**config.mk**
```make
export PLATFORM = sky130hd
export DESIGN_NAME = alias_ctl_reg
export DESIGN_NICKNAME = d
export VERILOG_FILES = /design/src/rtl/alias_ctl_pkg.sv /design/src/rtl/alias_ctl_decode.sv /design/src/rtl/alias_ctl_next.sv /design/src/rtl/alias_ctl_reg.sv
export SDC_FILE = /design/constraint.sdc
export NUM_CORES = 1
export LEC_CHECK = 0
export BUFFER_PORTS_ARGS = -buffer_cell sky130_fd_sc_hd__buf_2
export CORE_MARGIN = 1.5
export CORE_UTILIZATION = 40
export CTS_CLUSTER_DIAMETER = 50
export DETAILED_ROUTE_END_ITERATION = 10
export PLACE_DENSITY = 0.76
export SYNTH_ARGS = -nofsm -noshare
export SYNTH_HDL_FRONTEND = slang
export SYNTH_SLANG_ARGS = --single-unit
export TNS_END_PERCENT = 50
```
**constraint.sdc**
```tcl
create_clock -name clk -period 1.8 [get_ports clk]
set_input_delay 0.18 -clock clk [delete_from_list [all_inputs] [get_ports clk]]
set_output_delay 0.18 -clock clk [all_outputs]
set_load 0.03 [all_outputs]
```
**src/rtl/alias_ctl_pkg.sv**
```systemverilog
package alias_ctl_pkg;
   typedef enum logic [2:0] {
      OP_NONE  = 3'd0,
      OP_LOAD  = 3'd1,
      OP_AND   = 3'd2,
      OP_OR    = 3'd3,
      OP_CLEAR = 3'd4
   } alias_op_e;

   // window base word offsets per variant; the alias order inside a window is fixed
   localparam int unsigned WIN_BASE_MASKED = 32'h4020;
   localparam int unsigned WIN_BASE_CLEAR  = 32'h6080;

   function automatic int unsigned win_base(input int unsigned variant);
      return (variant == 0) ? WIN_BASE_MASKED : WIN_BASE_CLEAR;
   endfunction
endpackage

```
**src/rtl/alias_ctl_decode.sv**
```systemverilog
module alias_ctl_decode
   import alias_ctl_pkg::*;
#(
   parameter int unsigned ADDR_W  = 20,
   parameter int unsigned VARIANT = 0
) (
   input  logic              req,
   input  logic              we,
   input  logic [ADDR_W-1:0] addr,
   output alias_op_e         op,
   output logic              rd_direct,
   output logic              undecoded
);
   localparam int unsigned OFF_W = ADDR_W - 3;
   localparam logic [OFF_W-1:0] BASE_OFF = OFF_W'(win_base(VARIANT));

   logic [OFF_W-1:0] off;
   logic             aligned;
   logic             hit_load, hit_alias1, hit_or;
   alias_op_e        alias1_op;

   assign off     = addr[ADDR_W-1:3];
   assign aligned = (addr[2:0] == 3'b000);

   assign hit_load   = aligned && (off == BASE_OFF);
   assign hit_alias1 = aligned && (off == BASE_OFF + OFF_W'(1));
   assign hit_or     = aligned && (off == BASE_OFF + OFF_W'(2));

   generate
      if (VARIANT == 0) begin : g_mask_alias
         assign alias1_op = OP_AND;
      end else begin : g_clear_alias
         assign alias1_op = OP_CLEAR;
      end
   endgenerate

   always_comb begin
      op = OP_NONE;
      if (req && we) begin
         if (hit_load)        op = OP_LOAD;
         else if (hit_alias1) op = alias1_op;
         else if (hit_or)     op = OP_OR;
      end
   end

   assign rd_direct = req && !we && hit_load;
   assign undecoded = req && !(hit_load || hit_alias1 || hit_or);
endmodule

```
**src/rtl/alias_ctl_next.sv**
```systemverilog
module alias_ctl_next
   import alias_ctl_pkg::*;
#(
   parameter int unsigned DATA_W    = 64,
   parameter int unsigned IMPL_BITS = 19,
   parameter int unsigned IRQ_POS   = 0,
   parameter int unsigned MSG_POS   = 3
) (
   input  alias_op_e         op,
   input  logic [DATA_W-1:0] cur,
   input  logic [DATA_W-1:0] wdata,
   input  logic              raise,
   output logic [DATA_W-1:0] nxt
);
   localparam logic [DATA_W-1:0] ONE   = {{(DATA_W-1){1'b0}}, 1'b1};
   localparam logic [DATA_W-1:0] KEEP  = ~({DATA_W{1'b1}} >> IMPL_BITS);
   localparam logic [DATA_W-1:0] RAISE = (ONE << (DATA_W-1-IRQ_POS)) |
                                         (ONE << (DATA_W-1-MSG_POS));

   logic [DATA_W-1:0] pre;

   always_comb begin
      case (op)
         OP_LOAD:  pre = wdata;
         OP_AND:   pre = cur & wdata;
         OP_OR:    pre = cur | wdata;
         OP_CLEAR: pre = '0;
         default:  pre = cur;
      endcase
      if (raise) pre = pre | RAISE;
      nxt = pre & KEEP;
   end
endmodule

```
**src/rtl/alias_ctl_reg.sv**
```systemverilog
module alias_ctl_reg
   import alias_ctl_pkg::*;
#(
   parameter int unsigned DATA_W    = 64,
   parameter int unsigned ADDR_W    = 20,
   parameter int unsigned IMPL_BITS = 19,
   parameter int unsigned IRQ_POS   = 0,
   parameter int unsigned MSG_POS   = 3,
   parameter int unsigned VARIANT   = 0
) (
   input  logic              clk,
   input  logic              rst_n,
   input  logic              bus_req,
   input  logic              bus_we,
   input  logic [ADDR_W-1:0] bus_addr,
   input  logic [DATA_W-1:0] bus_wdata,
   input  logic              raise_msg,
   output logic [DATA_W-1:0] rd_data,
   output logic              irq_level,
   output logic              bad_access
);
   localparam int unsigned IRQ_BIT = DATA_W - 1 - IRQ_POS;

   generate
      if (IMPL_BITS == 0 || IMPL_BITS > DATA_W) begin : g_bad_impl
         $error("IMPL_BITS must be in 1..DATA_W");
      end
      if (IRQ_POS >= IMPL_BITS || MSG_POS >= IMPL_BITS) begin : g_bad_pos
         $error("interrupt and message bits must be implemented bits");
      end
      if (VARIANT > 1) begin : g_bad_variant
         $error("VARIANT must be 0 or 1");
      end
      if (ADDR_W < 18) begin : g_bad_addr
         $error("ADDR_W too small for the register window");
      end
   endgenerate

   alias_op_e         op;
   logic              rd_direct, undecoded;
   logic [DATA_W-1:0] word_q, word_d;

   alias_ctl_decode #(.ADDR_W(ADDR_W), .VARIANT(VARIANT)) u_dec (
      .req       (bus_req),
      .we        (bus_we),
      .addr      (bus_addr),
      .op        (op),
      .rd_direct (rd_direct),
      .undecoded (undecoded)
   );

   alias_ctl_next #(
      .DATA_W(DATA_W), .IMPL_BITS(IMPL_BITS), .IRQ_POS(IRQ_POS), .MSG_POS(MSG_POS)
   ) u_next (
      .op    (op),
      .cur   (word_q),
      .wdata (bus_wdata),
      .raise (raise_msg),
      .nxt   (word_d)
   );

   always_ff @(posedge clk or negedge rst_n) begin
      if (!rst_n) begin
         word_q     <= '0;
         rd_data    <= '0;
         bad_access <= 1'b0;
      end else begin
         word_q     <= word_d;
         bad_access <= undecoded;
         if (bus_req && !bus_we) rd_data <= rd_direct ? word_q : '0;
      end
   end

   assign irq_level = word_q[IRQ_BIT];
endmodule

```
==> flow_metrics.py, run 1 <==
metrics = {
    "run_status": {
        "status": "finished, violations left",
        "violations": "setup timing",
    },
    "route": {
        "drt-met1-wl_mm": 2.55,
        "drt_pre_antenna_iters": 4,
        "met3WireLength_um": 476,
        "highest_layer": "met4",
        "met2_length_mm": 3.34,
        "vias": 2240,
        "wl_per_cell_um": 14.8,
        "drc_errors": 0,
        "via_per_inst": 5.11,
        "first_iter_violations": 174,
        "routed_wirelength_mm": 6.49,
        "ant_nets": 0,
    },
    "synth": {
        "synth_area_leaders": "dfrtp_1, buf_4, nand2_1",
        "synthArstFlopShare_pct": 100,
        "syn-cell-area_mm2": 0.00248,
        "syn_avg_cell_area_um2": 8.88,
        "synth-seq-cells": 39,
        "ys_types": 31,
        "synth.top_cell.area_share_pct": 39.4,
        "yosysTopAreaCell": "dfrtp_1",
        "synthFlopType": "dfrtp_1",
        "synth_cells": 279,
        "ys_warn_count": 0,
        "synth_edf_count": 0,
        "ys_seq_area_share_pct": 39.4,
    },
    "pwr": {
        "pwr_density_cell_mw_per_mm2": 580,
        "peakVddDrop_mv": 0.303,
        "p_leak_uw": 0.00161,
        "p_total_uw": 1940,
    },
    "floorplanning": {
        "fp-row-count": 28,
        "die-area_mm2": 0.00667,
        "start_util_pct": 41.6,
        "ios": 155,
        "chipHeight_um": 81.7,
        "die_x_um": 81.7,
        "coreArea_mm2": 0.00596,
    },
    "sta": {
        "setup_violations": 19,
        "setup_ws_ns": -0.0825,
        "hold_viol": 0,
        "drv_slew": 0,
        "fmax_mhz": 531,
        "fin_crit_sh_pct": 105,
        "rsz0062_at_grt": "yes",
        "skew_ns": 0.00614,
        "fin_crit_ns": 1.88,
        "holdWs_ns": 0.132,
    },
    "clock_network": {
        "clk_transition_reported_paths_ns": 0.08,
        "cts_buffer_depth": 2,
        "clockRootBuffer": "clkbuf_8",
        "clock_latency_ns": 0.29,
        "clock-sinks": 39,
        "cts_tree": "done",
        "htreeDepth": 2,
        "cts-buffers-inserted": 5,
    },
    "cells_and_area": {
        "antennaDiodeCount": 0,
        "fin_util_pct": 56.1,
        "final_layout_size_suffix_gt1_share_pct": 36.9,
        "final_common_cell": "buf_2",
        "final_cell_mix": "buf_2, conb_1, dfrtp_1",
        "finalNetCount": 455,
        "area_growth_pct": 34.9,
    },
    "setup_path": {
        "required_ns": 1.98,
        "reg2reg_slack_ns": 0.95,
        "timing.rr.start": "word_q[63]",
        "critical_path_class": "input pin to flop",
        "startpoint": "bus_addr[16]",
        "critPathMaxStageDelay_ns": 0.29,
        "crit_slowest_cell": "nor4_4",
        "worst-path-buf-inv": 3,
        "worst_ep_arrival_time_ns": 2.06,
        "path_delay_family": "compound AO/OA/AOI/OAI gates",
        "startpoint_type": "input pin",
        "crit-reg2reg-capture": "word_q[63]",
        "cp_cell_sequence": "buf_2 -> nor4_4 -> nand2_2 -> buf_4 -> buf_4 -> nor4_4 -> ha_1 -> a21o_1 -> a211o_1 -> o31a_1",
        "critPathMaxFanout": 4,
        "critPathCaptureType": "flop",
        "worstRegToRegCells": 2,
    },
    "hold_path": {
        "min_to": "word_q[49]",
        "min_path_type": "input pin to flop",
        "holdPathStages": 3,
        "min_from": "bus_wdata[49]",
    },
    "global_route": {
        "grt_pass1_vias": 2066,
        "grt_pass1_wl_mm": 10.0,
        "antenna_found_initial": 0,
        "grt-ovfl-total": 0,
        "grt_max_degree": 40,
        "grt_use_total_pct": 20.1,
    },
    "placement": {
        "gp_congestion": 0.776,
        "dpl.hpwl_mm": 4.18,
        "portBuffers": 64,
    },
    "run": {
        "drv_cap": 0,
    },
}
where the power goes:
part	total [uW]	switching (uW)	internal, uW
logic	286	214	72.4
clock network	775	319	456
registers	877	0.543	876
total	1940	534	1400
cell type report:
cell class | count | area, um2
multi-input combinational | 218 | 1420
timing repair buffer | 96 | 726
sequential | 39 | 976
fill | 553 | 2610
clock inverter | 2 | 38.8
tap | 75 | 93.8
inverter | 2 | 7.51
clock buffer | 6 | 82.6
logic make-up (layout without fill, tap and decap cells):
family	after synthesis	after routing	synth area share [%]
AO/OA/AOI/OAI	79	79	20.1
adder cells (fa/ha/maj)	4	4	2.02
flip-flops	39	39	39.4
other	1	45	0.151
XOR/XNOR	1	1	0.354
AND/OR/NAND/NOR	89	89	20.5
buffers and inverters	66	106	17.5
Yosys cell counts, drive strengths merged (2+ instances only):
cell and count:
a21o 17, a21oi 3, a22oi 16, buf 56
clkbuf 8, dfrtp 39, ha 4, inv 2
nand2 37, nand4 19, nor2 2, nor2b 19
nor4 5, o21ai 37, o22ai 2, o31a 2
or4 2
flip-flops by register name, indices dropped and copies added (netlist names):
name and cells:
word_q 19, bad_access 1, rd_data 19
through the flow:
step / TNS [ns] / std cells / setup WS [ns] / cell area [um2]
after floorplan: -5.19 / 323 / -0.281 / 2700
after global placement: -6.87 / 420 / -0.371 / 2910
after detailed placement: -8.05 / 420 / -0.446 / 2910
after CTS: -0.886 / 437 / -0.0743 / 3270
after global routing: -1.79 / 438 / -0.128 / 3340
final: -0.871 / 438 / -0.0825 / 3340
worst max-delay path by stage:
stage | endpoint | slack [ns] | cells after the start
3_5_place_dp | word_q[52] | -0.45 | 9
6_report | word_q[63] | -0.08 | 10
4_1_cts | word_q[63] | -0.07 | 9
2_1_floorplan | word_q[45] | -0.28 | 9
3_3_place_gp | word_q[63] | -0.37 | 8
5_1_grt | word_q[63] | -0.13 | 10
timing repair:
action / 4_1_cts / 5_1_grt
cloned: 3 / 1
gates resized for setup: 22 / 13
pin swaps: 17 / 7
setup endpoints to repair: 19 / 19
buffers inserted: 5 / 0
hold endpoints to repair: 39 / 0
hold buffers: 1 / 0
worst register-to-register path: cells and delay by family, from the launching register on:
kind	cells	cell delay [ns]
AO/OA/AOI/OAI	2	0.34
flip-flops	1	0.40
layer usage:
metal  global-route usage, %  vias up
li1                        -     1065
met1                    24.9     1050
met2                    34.6      115
met3                    2.33       10
met4                    9.66        0
met5                       0        -
Power figures use the tool's default switching activity.
==> run 2: changes to the inputs <==
--- a/config.mk
+++ b/config.mk
@@ -10,8 +10,9 @@
 export CORE_UTILIZATION = 40
 export CTS_CLUSTER_DIAMETER = 50
 export DETAILED_ROUTE_END_ITERATION = 10
-export PLACE_DENSITY = 0.76
+export RECOVER_POWER = 100
 export SYNTH_ARGS = -nofsm -noshare
 export SYNTH_HDL_FRONTEND = slang
+export SYNTH_HIERARCHICAL = 1
 export SYNTH_SLANG_ARGS = --single-unit
 export TNS_END_PERCENT = 50
==> run 2 against run 1 <==
  * The flow now finishes without violations
  * Sequential share of layout area increased by 18 points
  * Cell count increased by 85%
  * Clock-buffer cell count increased by 13
  * Critical path type unchanged
  * Largest cell class is now flip-flops and latches
  * Highest routed layer unchanged
==> flow_metrics.py, run 2 <==
metrics = {
    "run_status": {
        "status": "finished, final reports clean",
    },
    "synth": {
        "synthArstFlopShare_pct": 100,
        "synth-seq-cells": 129,
        "ys_warn_count": 6,
        "synth_cells": 489,
        "ys_types": 33,
        "synth_edf_count": 0,
        "synthFlopType": "dfrtp_1",
        "ys_seq_area_share_pct": 57.4,
        "netlist_top_cells_count": "dfrtp_1, inv_1, nand2_1",
        "yosysMostFrequentCell": "dfrtp_1",
        "syn-cell-area_mm2": 0.00563,
        "synth_area_leaders": "dfrtp_1, mux2i_1, buf_4",
        "syn_avg_cell_area_um2": 11.5,
        "yosysTopAreaCell": "dfrtp_1",
        "synth.top_cell.area_share_pct": 57.4,
    },
    "setup_path": {
        "worst_ep_arrival_time_ns": 1.86,
        "startpoint_type": "input pin",
        "critPathMaxFanout": 17,
        "worstRegToRegCells": 3,
        "critPathCaptureType": "flop",
        "required_ns": 2.09,
        "critical_path_class": "input pin to flop",
    },
    "clock_network": {
        "cts_tree": "done",
        "htreeDepth": 4,
        "cts-buffers-inserted": 17,
        "clk_transition_reported_paths_ns": 0.06,
        "clockRootBuffer": "clkbuf_16",
        "cts_resized": 0,
        "clock_latency_ns": 0.41,
        "clock-sinks": 129,
        "cts_buffer_depth": 2,
    },
    "floorplanning": {
        "die-area_mm2": 0.0148,
        "chipHeight_um": 122,
        "ios": 155,
        "start_util_pct": 40.7,
        "die_x_um": 122,
        "coreArea_mm2": 0.0138,
        "fp-row-count": 43,
    },
    "cells_and_area": {
        "fin_util_pct": 49.2,
        "final_layout_size_suffix_gt1_share_pct": 15.6,
        "finalNetCount": 706,
        "final_common_cell": "dfrtp_1",
        "top_regs": "rd_data x64, word_q x64, bad_access x1",
        "final_cell_mix": "dfrtp_1, inv_1, clkbuf_1",
        "area_growth_pct": 20.9,
        "fillCellCount": 1296,
        "antennaDiodeCount": 0,
        "stdcell_count": 809,
    },
    "pwr": {
        "pwr_density_cell_mw_per_mm2": 1040,
        "p_total_uw": 7050,
        "p_leak_uw": 0.00308,
        "peakVddDrop_mv": 0.551,
    },
    "placement": {
        "pre_cts_slack_ns": -0.212,
        "dp.cells": 771,
        "portBuffers": 109,
        "gp_congestion": 0.762,
        "dpl.hpwl_mm": 6.84,
    },
    "global_route": {
        "antenna_found_initial": 0,
        "grt_use_total_pct": 15.1,
        "grt_pass1_vias": 3575,
        "grt_max_degree": 41,
        "grt-ovfl-total": 0,
        "grt_pass1_wl_mm": 16.8,
    },
    "sta": {
        "hold_viol": 0,
        "drv_slew": 0,
        "worstMarginPinSlew_ns": 1.08,
        "slew-limit-headroom_pct": 27.9,
        "fin_crit_ns": 1.57,
        "setup_violations": 0,
        "fin_crit_sh_pct": 87.3,
        "rsz0062_at_grt": "no",
        "skew_ns": 0.00501,
        "setup_ws_ns": 0.229,
        "fmax_mhz": 637,
    },
    "route": {
        "drc_errors": 0,
        "first_iter_violations": 200,
        "vias": 3530,
        "drt_pre_antenna_iters": 4,
        "wl_per_cell_um": 12.6,
        "routed_wirelength_mm": 10.2,
        "via_per_inst": 4.36,
        "ant_nets": 0,
    },
    "hold_path": {
        "min_path_type": "input pin to flop",
        "holdPathStages": 3,
    },
    "run": {
        "drv_cap": 0,
    },
}
## run 2: cell count changes after synthesis, moves of 10 or more
| cell | previous run | this run |
|---|---|---|
| nor2b_1 | 19 | 1 |
| nand2_1 | 37 | 67 |
| o21ai_0 | 27 | 2 |
| a21oi_1 | 3 | 21 |
| o21ai_1 | 10 | 0 |
| a211oi_2 | 0 | 10 |
| nand4_1 | 19 | 0 |
| a21boi_0 | 0 | 16 |
| inv_1 | 2 | 81 |
| mux2i_1 | 0 | 64 |
| a21o_1 | 17 | 3 |
| a22oi_1 | 16 | 0 |
| dfrtp_1 | 39 | 129 |
## run 2: metrics by stage
stage | TNS (ns) | hold slack, ns | cell area, um2
after floorplan | -0.790 | -0.116 | 5830
after global placement | -2.60 | 0.212 | 6250
after detailed placement | -3.35 | 0.222 | 6250
after CTS | 0 | 0.00354 | 6980
after global routing | 0 | 0.0153 | 6800
final | 0 | 0.0291 | 6800
## run 2: repair_timing
item | CTS | global route
hold endpoints to repair | 40 | 0
setup buffers | 0 | 0
hold buffers | 7 | 0
## run 2: worst paths after layout
check,start,end,slack (ns)
setup reg to reg,word_q[63],word_q[63],0.89
min in group asynchronous,rst_n,rd_data[49],0.50
setup / recovery,bus_addr[16],word_q[47],0.23
max in group asynchronous,rst_n,rd_data[39],0.38
hold / removal,bus_wdata[47],word_q[47],0.03
hold reg to reg,word_q[14],rd_data[14],0.50
## run 2: where the power goes
group	total, uW	internal [uW]	leakage, uW	switching, uW
Clock	3780	2530	0.000308	1250
Sequential	2970	2960	0.00169	16.5
Combinational	293	117	0.00108	177
Total	7050	5600	0.00308	1450
## run 2: worst max-delay path, cell delays in order
cell	delay (ns)
clkbuf_1	0.10
nor4_4	0.29
nand4_2	0.22
nor4_4	0.35
xor2_1	0.20
nor2b_1	0.24
buf_12	0.18
a211oi_1	0.09
## run 2: cell type report
type / count / area, um2 / share of cell area [%]
flip-flops and latches: 129 / 3230 / 47.5
multi-input cells: 255 / 1690 / 24.8
repair buffers: 133 / 699 / 10.3
clock buffers: 19 / 453 / 6.66
inverters: 81 / 304 / 4.47
well taps: 180 / 225 / 3.31
clock inverters: 12 / 206 / 3.03
## run 2: layer usage
metal  track usage, %  vias up  wire length (um)
met1             17.6     1724              4370
met2             24.4       79              5040
met5                0        -                 0
met3             5.57       18               551
met4             7.65        0               220
li1                 -     1709                 -
## run 2: logic make-up (layout without fill, tap and decap cells)
kind of cell | count (synthesis) | after routing | synth area share [%]
AO/OA/AOI/OAI | 61 | 61 | 8.00
XOR/XNOR | 2 | 2 | 0.311
buffers and inverters | 149 | 245 | 15.6
flip-flops | 129 | 129 | 57.4
multiplexers | 64 | 64 | 11.4
other | 2 | 46 | 0.133
AND/OR/NAND/NOR | 82 | 82 | 7.20
